--- src/rtl/rs_pkg.sv ---
// Package: shared constants for the reservation station bank.
// Assumes producer tags are 4 bits and that tag 0 marks a present value.
package rs_pkg;
    localparam int unsigned RS_TAG_W = 4;
    localparam logic [RS_TAG_W-1:0] TAG_PRESENT = '0;

    typedef enum logic { OP_ADD = 1'b0, OP_SUB = 1'b1 } rs_op_e;
endpackage

--- src/rtl/rs_pick.sv ---
// Module: rs_pick
// Fixed-priority picker: grants the lowest-index request, one-hot.
// Assumes N >= 2. Used both for free-slot allocation and for dispatch.
module rs_pick #(
    parameter int unsigned N     = 3,
    localparam int unsigned IDX_W = (N > 1) ? $clog2(N) : 1
) (
    input  logic             clk,
    input  logic             rst_n,
    input  logic [N-1:0]     req,
    output logic [N-1:0]     grant,
    output logic [IDX_W-1:0] idx,
    output logic             any
);
    // Scan from the top index down so the lowest request is kept last.
    always_comb begin
        grant = '0;
        idx   = '0;
        for (int i = int'(N) - 1; i >= 0; i--) begin
            if (req[i]) begin
                grant  = '0;
                grant[i] = 1'b1;
                idx    = IDX_W'(i);
            end
        end
        any = |req;
    end

    // at most one grant, and it goes to a requester.
    a_r9_onehot_grant: assert property (@(posedge clk) disable iff (!rst_n)
        $onehot0(grant) && ((grant & req) == grant));

    // no request below the granted one is pending.
    a_r9_lowest_wins: assert property (@(posedge clk) disable iff (!rst_n)
        (|req) |-> ((|grant) && (((grant - N'(1)) & req) == '0)));
endmodule

--- src/rtl/rs_entry.sv ---
// Module: rs_entry
// One reservation station: holds an operation and two operands, snoops the
// result bus for missing operands, and stays busy from issue until a
// broadcast carries its own tag after dispatch.
// Assumes alloc is only raised while the entry is free.
module rs_entry
    import rs_pkg::*;
#(
    parameter int unsigned DATA_W = 32,
    parameter logic [RS_TAG_W-1:0] MY_TAG = 4'd10
) (
    input  logic                clk,
    input  logic                rst_n,
    input  logic                alloc,
    input  logic                iss_op,
    input  logic [RS_TAG_W-1:0] iss_a_tag,
    input  logic [DATA_W-1:0]   iss_a_val,
    input  logic [RS_TAG_W-1:0] iss_b_tag,
    input  logic [DATA_W-1:0]   iss_b_val,
    input  logic                res_valid,
    input  logic [RS_TAG_W-1:0] res_tag,
    input  logic [DATA_W-1:0]   res_data,
    input  logic                grant,
    output logic                busy,
    output logic                ready,
    output logic                op,
    output logic [DATA_W-1:0]   a_val,
    output logic [DATA_W-1:0]   b_val
);
    logic [RS_TAG_W-1:0] a_tag, b_tag;
    logic                sent;
    logic                own_result;
    rs_op_e              op_q;

    // Broadcast of this station's own result after it was sent frees it.
    assign own_result = busy && sent && res_valid && (res_tag == MY_TAG);
    // Eligible once both operands are present and not yet dispatched.
    assign ready = busy && !sent && (a_tag == TAG_PRESENT) && (b_tag == TAG_PRESENT);
    assign op    = op_q;

    // Occupancy and dispatch bookkeeping for this station.
    always_ff @(posedge clk) begin
        if (!rst_n) begin
            busy <= 1'b0;
            sent <= 1'b0;
            op_q <= OP_ADD;
        end else if (alloc) begin
            busy <= 1'b1;
            sent <= 1'b0;
            op_q <= rs_op_e'(iss_op);
        end else if (own_result) begin
            busy <= 1'b0;
            sent <= 1'b0;
        end else if (grant) begin
            sent <= 1'b1;
        end
    end

    // Operand A: load at issue (broadcast first), else snoop the bus.
    always_ff @(posedge clk) begin
        if (!rst_n) begin
            a_tag <= TAG_PRESENT;
            a_val <= '0;
        end else if (alloc) begin
            if (iss_a_tag == TAG_PRESENT) begin
                a_tag <= TAG_PRESENT;
                a_val <= iss_a_val;
            end else if (res_valid && res_tag == iss_a_tag) begin
                a_tag <= TAG_PRESENT;
                a_val <= res_data;
            end else begin
                a_tag <= iss_a_tag;
            end
        end else if (busy && a_tag != TAG_PRESENT && res_valid && res_tag == a_tag) begin
            a_tag <= TAG_PRESENT;
            a_val <= res_data;
        end
    end

    // Operand B: same rules as operand A.
    always_ff @(posedge clk) begin
        if (!rst_n) begin
            b_tag <= TAG_PRESENT;
            b_val <= '0;
        end else if (alloc) begin
            if (iss_b_tag == TAG_PRESENT) begin
                b_tag <= TAG_PRESENT;
                b_val <= iss_b_val;
            end else if (res_valid && res_tag == iss_b_tag) begin
                b_tag <= TAG_PRESENT;
                b_val <= res_data;
            end else begin
                b_tag <= iss_b_tag;
            end
        end else if (busy && b_tag != TAG_PRESENT && res_valid && res_tag == b_tag) begin
            b_tag <= TAG_PRESENT;
            b_val <= res_data;
        end
    end

    // a matching broadcast leaves operand A present next cycle.
    a_r5_capture_a: assert property (@(posedge clk) disable iff (!rst_n)
        (busy && !alloc && a_tag != TAG_PRESENT && res_valid && res_tag == a_tag)
        |=> (a_tag == TAG_PRESENT && a_val == $past(res_data)));

    // a granted station has both operands present and is occupied.
    a_r7_grant_needs_operands: assert property (@(posedge clk) disable iff (!rst_n)
        grant |-> (busy && a_tag == TAG_PRESENT && b_tag == TAG_PRESENT));

    // a station is dispatched once only.
    a_r10_single_dispatch: assert property (@(posedge clk) disable iff (!rst_n)
        grant |=> !ready);

    // occupancy holds until this station's own tag is broadcast.
    a_r10_hold_until_result: assert property (@(posedge clk) disable iff (!rst_n)
        (busy && !(res_valid && res_tag == MY_TAG)) |=> busy);
endmodule

--- src/rtl/rs_bank.sv ---
// Module: rs_bank
// Bank of reservation stations in front of one adder. Allocates the lowest
// free station on issue, snoops the result bus in every station, and
// dispatches the lowest ready station to the adder each cycle.
// Assumes the adder accepts one operation per cycle and that a station's
// tag is only broadcast after that station was dispatched.
module rs_bank
    import rs_pkg::*;
#(
    parameter int unsigned N_ENT    = 3,
    parameter int unsigned DATA_W   = 32,
    parameter int unsigned TAG_BASE = 10
) (
    input  logic                clk,
    input  logic                rst_n,
    input  logic                iss_valid,
    input  logic                iss_op,
    input  logic [RS_TAG_W-1:0] iss_a_tag,
    input  logic [DATA_W-1:0]   iss_a_val,
    input  logic [RS_TAG_W-1:0] iss_b_tag,
    input  logic [DATA_W-1:0]   iss_b_val,
    output logic                iss_ready,
    output logic [RS_TAG_W-1:0] iss_tag,
    input  logic                res_valid,
    input  logic [RS_TAG_W-1:0] res_tag,
    input  logic [DATA_W-1:0]   res_data,
    output logic                disp_valid,
    output logic                disp_op,
    output logic [DATA_W-1:0]   disp_a,
    output logic [DATA_W-1:0]   disp_b,
    output logic [RS_TAG_W-1:0] disp_tag
);
    localparam int unsigned IDX_W = (N_ENT > 1) ? $clog2(N_ENT) : 1;
    localparam logic [RS_TAG_W-1:0] BASE = RS_TAG_W'(TAG_BASE);

    logic [N_ENT-1:0]  busy, ready, free_grant, disp_grant, alloc;
    logic [IDX_W-1:0]  free_idx, disp_idx;
    logic              free_any;
    logic              ent_op [N_ENT];
    logic [DATA_W-1:0] ent_a  [N_ENT];
    logic [DATA_W-1:0] ent_b  [N_ENT];

    // Free-slot picker: lowest free station takes the next issue.
    rs_pick #(.N(N_ENT)) u_free_pick (
        .clk(clk), .rst_n(rst_n), .req(~busy),
        .grant(free_grant), .idx(free_idx), .any(free_any)
    );

    // Dispatch picker: lowest ready station goes to the adder.
    rs_pick #(.N(N_ENT)) u_disp_pick (
        .clk(clk), .rst_n(rst_n), .req(ready),
        .grant(disp_grant), .idx(disp_idx), .any(disp_valid)
    );

    assign iss_ready = free_any;
    assign iss_tag   = BASE + RS_TAG_W'(free_idx);
    assign alloc     = (iss_valid && free_any) ? free_grant : '0;

    // One station per slot, each with its own fixed tag.
    for (genvar g = 0; g < N_ENT; g++) begin : g_ent
        rs_entry #(
            .DATA_W(DATA_W),
            .MY_TAG(RS_TAG_W'(TAG_BASE + g))
        ) u_ent (
            .clk(clk), .rst_n(rst_n), .alloc(alloc[g]),
            .iss_op(iss_op),
            .iss_a_tag(iss_a_tag), .iss_a_val(iss_a_val),
            .iss_b_tag(iss_b_tag), .iss_b_val(iss_b_val),
            .res_valid(res_valid), .res_tag(res_tag), .res_data(res_data),
            .grant(disp_grant[g]),
            .busy(busy[g]), .ready(ready[g]),
            .op(ent_op[g]), .a_val(ent_a[g]), .b_val(ent_b[g])
        );
    end

    // Dispatch mux: present the selected station to the adder.
    always_comb begin
        disp_op  = ent_op[disp_idx];
        disp_a   = ent_a[disp_idx];
        disp_b   = ent_b[disp_idx];
        disp_tag = BASE + RS_TAG_W'(disp_idx);
    end

    // an accepted issue occupies exactly one previously free station.
    a_r2_alloc_one_free: assert property (@(posedge clk) disable iff (!rst_n)
        (iss_valid && iss_ready) |=> ($countones(busy & ~$past(busy)) == 1));

    // with the bank full, an issue request is not accepted.
    a_r3_full_no_issue: assert property (@(posedge clk) disable iff (!rst_n)
        !iss_ready |-> (alloc == '0));

    // a station issued this cycle is not dispatched in the same cycle.
    a_r8_no_same_cycle: assert property (@(posedge clk) disable iff (!rst_n)
        (alloc & disp_grant) == '0);
endmodule

--- config.mk ---
export PLATFORM = sky130hd
export DESIGN_NAME = rs_bank
export DESIGN_NICKNAME = d
export VERILOG_FILES = /design/src/rtl/rs_pkg.sv /design/src/rtl/rs_pick.sv /design/src/rtl/rs_entry.sv /design/src/rtl/rs_bank.sv
export SDC_FILE = /design/constraint.sdc
export NUM_CORES = 1
export LEC_CHECK = 0
export BUFFER_PORTS_ARGS = -buffer_cell sky130_fd_sc_hd__buf_4
export CORE_ASPECT_RATIO = 1.25
export CORE_MARGIN = 5
export CORE_UTILIZATION = 50
export DETAILED_ROUTE_END_ITERATION = 6
export PLACE_DENSITY = 0.8
export SYNTH_ARGS = -nofsm -noshare
export SYNTH_HDL_FRONTEND = slang
export SYNTH_SLANG_ARGS = --single-unit
--- constraint.sdc ---
create_clock -name clk -period 5.94 [get_ports clk]
set_input_delay 0.891 -clock clk [delete_from_list [all_inputs] [get_ports clk]]
set_output_delay 0.891 -clock clk [all_outputs]
set_load 0.1 [all_outputs]
* Word level (Yosys, flattened, before mapping)
Index checks and enable logic that the tools add are counted.
** Operators by class
- Add/sub/neg operators :: 2
- Magnitude comparators :: 1
- Eq/ne operators :: 17
- Muxes and demuxes :: 60
- Bitwise gates (word level) :: 3
- Reduce and logical (&&, ||, !) cells :: 76
** Operator list (count)
- 2-to-1 mux 32 bit :: 20
- binary-select mux 32 bit (select 2 bit) :: 2
- 2-to-1 mux 4 bit :: 16
- logical AND 1 bit :: 39
- == test 4 bit :: 8
- logical NOT 4 bit :: 8
- nonzero test 4 bit :: 6
- 2-to-1 mux 3 bit :: 7
- inequality test 3 x 1 -> 1 bit (second input constant) :: 6
- nonzero test 2 bit :: 9
- OR reduction 3 bit :: 5
- == test 4 bit (second input constant) :: 3
- 2-to-1 mux 2 bit :: 6
- AND reduction 2 bit :: 6
- adder 4 x 2 -> 4 bit (first input constant) :: 2
- 2-to-1 mux 1 bit :: 8
- >= comparator 3 bit (second input constant) :: 1
- logical NOT 1 bit :: 3
- inverter 2 -> 3 bit :: 1
- inverter 3 bit :: 1
- binary-select mux 1 bit (select 2 bit) :: 1
- inverter 1 bit :: 1
** Storage, ports and cells
- Bits in registers :: 225
- Logic and storage cells :: 180

* Depth between registers and ports, before layout
- Depth after elaboration :: 11
- Mapped depth :: 8
- Depth with buffers taken out :: 6

* By module
From an unflattened synthesis, not the netlist that was laid out.
** Unflattened totals
- Cells, all modules :: 1328
- Area total of the unflattened synthesis :: 13217.7 um^2
** By module, submodules not included
- rs_entry (g_ent[2].u_ent) :: instances 1, cells each 384, area an instance 3885.0 um^2, sequential area each 1501.4 um^2
- rs_entry (g_ent[0].u_ent) :: instances 1, cells each 384, area an instance 3883.7 um^2, sequential area each 1501.4 um^2
- rs_entry (g_ent[1].u_ent) :: instances 1, cells each 383, area an instance 3881.2 um^2, sequential area each 1501.4 um^2
- rs_bank :: instances 1, cells each 165, area an instance 1482.7 um^2, sequential area each 0.0 um^2
- rs_pick :: instances 2, cells each 6, area an instance 42.5 um^2, sequential area each 0.0 um^2

* Worst setup path before layout
Ideal clock, no wire load.
- Kind :: register to output
- From :: register g_ent[0].u_ent.b_tag[3]
- To :: output port disp_a[10]
- Arrival time :: 2.937 ns
- Required time :: 5.049 ns
- Setup slack :: 2.112 ns
- Stages on the path, launching flop included :: 9
- Buffers on the path :: 2
- Path through :: dfxtp_1 > nor4_1 > and3_1 > nand2b_1 > inv_2 > buf_2 > buf_4 > mux2i_1 > o21ai_1
** Between the ends
- Word-level cells in the longest chain between the ends :: 7
** RTL lines
- from (decl) :: RTL line rs_entry.sv:30 : logic [RS_TAG_W-1:0] a_tag, b_tag;
- from (signal assigned) :: RTL line rs_entry.sv:93 : b_tag <= iss_b_tag;
- logical NOT 4 bit :: RTL line rs_entry.sv:38 : assign ready = busy && !sent && (a_tag == TAG_PRESENT) && (b_tag == TAG_PRESENT);
- logical AND 1 bit :: RTL line rs_entry.sv:38
- 2-to-1 mux 2 bit :: RTL line rs_pick.sv:20 : if (req[i]) begin
- inverter 2 -> 3 bit (not written as such) :: RTL line rs_bank.sv:79 : disp_a = ent_a[disp_idx];
- binary-select mux 32 bit (select 2 bit) :: RTL line rs_bank.sv:79
- 2-to-1 mux 32 bit (not written as such) (2 in series) :: RTL line rs_bank.sv:79
- to (decl) :: RTL line rs_bank.sv:29 : output logic [DATA_W-1:0] disp_a,
Every way passes these cells. The select of a mux whose other input is x is not followed.

* Worst setup path after layout
- From :: register g_ent[0].u_ent.b_tag[3]
- To :: output port disp_a[3]
Same word-level chain as after synthesis.

==> metrics.csv <==
stage,metric,value,unit
cells_and_area,syn2layout_area_growth,17.3,%
die,dieArea,28400,um2
die,die_h,187,um
pwr,p_leak,0.00878,uW
synthesis,syn_area,12500,um2
placed_design,pre_cts_slack,1.87,ns
synthesis,synth_seq_area_share,35.9,%
worst_setup_path,worst_ep_arrival_time,3.76,ns
synthesis,synth_cells,1336,
worst_setup_path,crit_type,flip-flop to primary output,
sta,setup_slack,1.29,ns
synthesis,syn_avg_cell_area,9.39,um2
sta,setup_viol_count_final,0,
clocking,holdBufCountCts,0,
clocking,clkTransAtPathRegs,0.06,ns
clocking,cts_setup_buffers,0,
sta,slew_headroom,18.1,%
sta,tns,0,ns
worst_setup_path,critPathCaptureType,primary output,
clocking,clkSinkCount,225,
clocking,h-tree-depth,1,
die,core_area,24600,um2
sta,report.final.hold_viol_count,0,
clocking,cts_buffer_depth,3,
die,start_util,51.0,%
global_routing,grt_antenna_before_repair,0,
global_routing,grt_pass1_vias,11500,
route,drt_iter0_markers,1007,
worst_setup_path,cp_slowest_cell,clkinv_2,
clocking,clk_latency,0.52,ns
route,wl_met1,16300,um
placed_design,hpwl,25700,um
route,avgViaCountPerCell,6.48,
job,cap_violations,0,
route,wl_met2,19300,um
synthesis,synth.ff_latch_count,225,
synthesis,yosys-top-cells-area,"dfxtp_1 36%, mux2i_1 21%, o211a_1 15%",
route,postRouteAntennaNets,0,
pwr,p_per_area,290,nW/um2
clocking,cts_buffers,25,
synthesis,synth_edf_count,0,
clocking,cts_tree,built,
synthesis,ys_warn_count,0,
route,drc,0,
cells_and_area,antennaDiodeCount,0,
worst_setup_path,critPathLaunchType,flip-flop,
global_routing,grt_usage,27.7,%
synthesis,synth_top_area_share,35.9,%
worst_setup_path,cpMostUsedCell,buf_4,
sta,rsz0062_at_grt,false,
sta,fin_skew,0.00965,ns
sta,max_freq,215,MHz
hold_path,min_path_type,flip-flop to flip-flop,
sta,min_period,4.65,ns
route,wire_per_inst,22.9,um
global_routing,grt_overflow_total,0,
route,dr.pass1.iters,5,
sta,period_share,78.3,%
synthesis,yosysUniqueCellTypes,49,
run_status,status,"finished, final reports clean",
sta,hold_slack,0.470,ns
placed_design,io_buffers,185,
route,route.vias.total,11500,
cells_and_area,finalNetCount,1541,
synthesis,synth_top_area_cell,dfxtp_1,
cells_and_area,layout-drive-gt1-share,18.3,%
die,dieWidth,152,um
route,top_layer,met4,
synthesis,yosys_most_used_dff,dfxtp_1,
placed_design,place_congestion,0.873,
die,ios,188,
clocking,cts_resized,0,
sta,maxSlewViolCount,0,
die,num_rows,64,
route,finalWirelength,40600,um
worst_setup_path,crit_path_cell_trace,nor4_1 > and3_1 > nand2b_1 > buf_4 > clkinv_2 > buf_4 > mux2i_1 > o21ai_1 > buf_4,
synthesis,async_flop_share,0,%
worst_setup_path,cp_max_fo,28,
clocking,cts_root_buf,clkbuf_16,
global_routing,grt_pass1_wl,63500,um
worst_setup_path,max_stage_delay,0.63,ns
route,dr_wl_met3,3030,um
worst_setup_path,cp.required,5.05,ns
global_routing,grt_max_degree,95,
sta,tightest_slew,1.22,ns
pwr,peakVddDrop,0.000232,V
[cell usage after synthesis, drive strengths merged (3+ instances only)]
cell,instances
a32oi,24
nor2,12
buf,72
inv,8
or2,5
nand3,196
nor3,6
mux2i,257
a21oi,9
nor4,8
a21boi,3
nor2b,25
xor2,18
and3,4
o21ai,76
dfxtp,225
xnor2,11
clkbuf,67
nand2,91
o211a,192
[cells by family after synthesis]
family	after synthesis	synth area share (%)
AND/OR/NAND/NOR	359	14.1
AO/OA/AOI/OAI	318	21.9
multiplexers	257	20.5
flip-flops	225	35.9
buffers and inverters	147	5.49
XOR/XNOR	29	2.02
other	1	0.0299
[final cells by class]
cell class                 count  area, um2
fill                        2138       9870
multi-input combinational    965       7490
sequential                   225       4500
timing repair buffer         203       1530
clock buffer                  39        718
tap                          330        413
inverter                       8       31.3
clock inverter                 4       23.8
[per-stage QoR]
stage	power, uW	instance area (um2)	std cells	utilization, %
after floorplan	2520	12500	1337	-
after global placement	2830	14000	1731	56.8
after detailed placement	2850	14000	1731	56.8
after CTS	4270	14700	1774	59.8
after global routing	4400	14700	1774	59.8
final	4260	14700	1774	59.8
[per-layer routing]
metal  up-vias  GRT usage [%]
li1       5179              -
met1      5607           34.9
met2       563           46.1
met3       138           3.68
met4         0           14.0
met5         -              0
[flip-flops by register name, indices dropped and copies added, names as in the netlist]
register / flops
g_ent.u_ent.busy: 3
g_ent.u_ent.sent: 3
g_ent.u_ent.b_tag: 12
g_ent.u_ent.a_val: 96
g_ent.u_ent.a_tag: 12
g_ent.u_ent.op: 3
g_ent.u_ent.b_val: 96
[worst max-delay path, delay by kind of cell (launching register included)]
kind | cells | cell delay [ns]
AOI/OAI and AO/OA | 1 | 0.16
buffers and inverters | 4 | 1.70
DFF | 1 | 0.33
muxes | 1 | 0.15
and+or+nand+nor | 3 | 0.87
[cell usage in the layout (no fill, tap or decap), types with 4 or more instances in the layout]
cell type / netlist / routed
nand2_2: 0 / 6
mux2i_1: 257 / 257
nor3_1: 5 / 5
clkbuf_16: 0 / 25
nand2_1: 91 / 85
nor2b_1: 25 / 25
clkbuf_8: 0 / 4
xor2_1: 18 / 18
buf_4: 11 / 202
a32oi_1: 24 / 24
nor4_1: 6 / 6
o21ai_1: 73 / 67
and3_1: 4 / 4
xnor2_1: 11 / 11
o21ai_4: 0 / 5
o211a_1: 192 / 192
nor2_1: 12 / 12
dfxtp_1: 225 / 225
a21oi_4: 1 / 6
nand3_1: 196 / 196
clkbuf_1: 67 / 10
clkinv_2: 0 / 4
inv_1: 6 / 6
[where the power goes]
| part | internal [uW] | total [uW] | switching [uW] |
|---|---|---|---|
| sequential | 1610 | 1680 | 64.7 |
| combinational | 325 | 1150 | 825 |
| clock | 824 | 1430 | 606 |
[worst paths after layout]
check                                  startpoint                              endpoint  slack (ns)  cells after the start
min reg2reg      g_ent[1].u_ent.sent$_SDFFE_PP0P_      g_ent[1].u_ent.sent$_SDFFE_PP0P_        0.47                      2
max          g_ent[0].u_ent.b_tag[3]$_SDFFE_PN0P_                             disp_a[3]        1.29                      9
min              g_ent[1].u_ent.sent$_SDFFE_PP0P_      g_ent[1].u_ent.sent$_SDFFE_PP0P_        0.47                      2
max reg2reg      g_ent[1].u_ent.busy$_SDFFE_PN0P_  g_ent[2].u_ent.b_val[5]$_SDFFE_PN0P_        2.95                      5
Note: power is estimated with default switching activity, not from simulation.
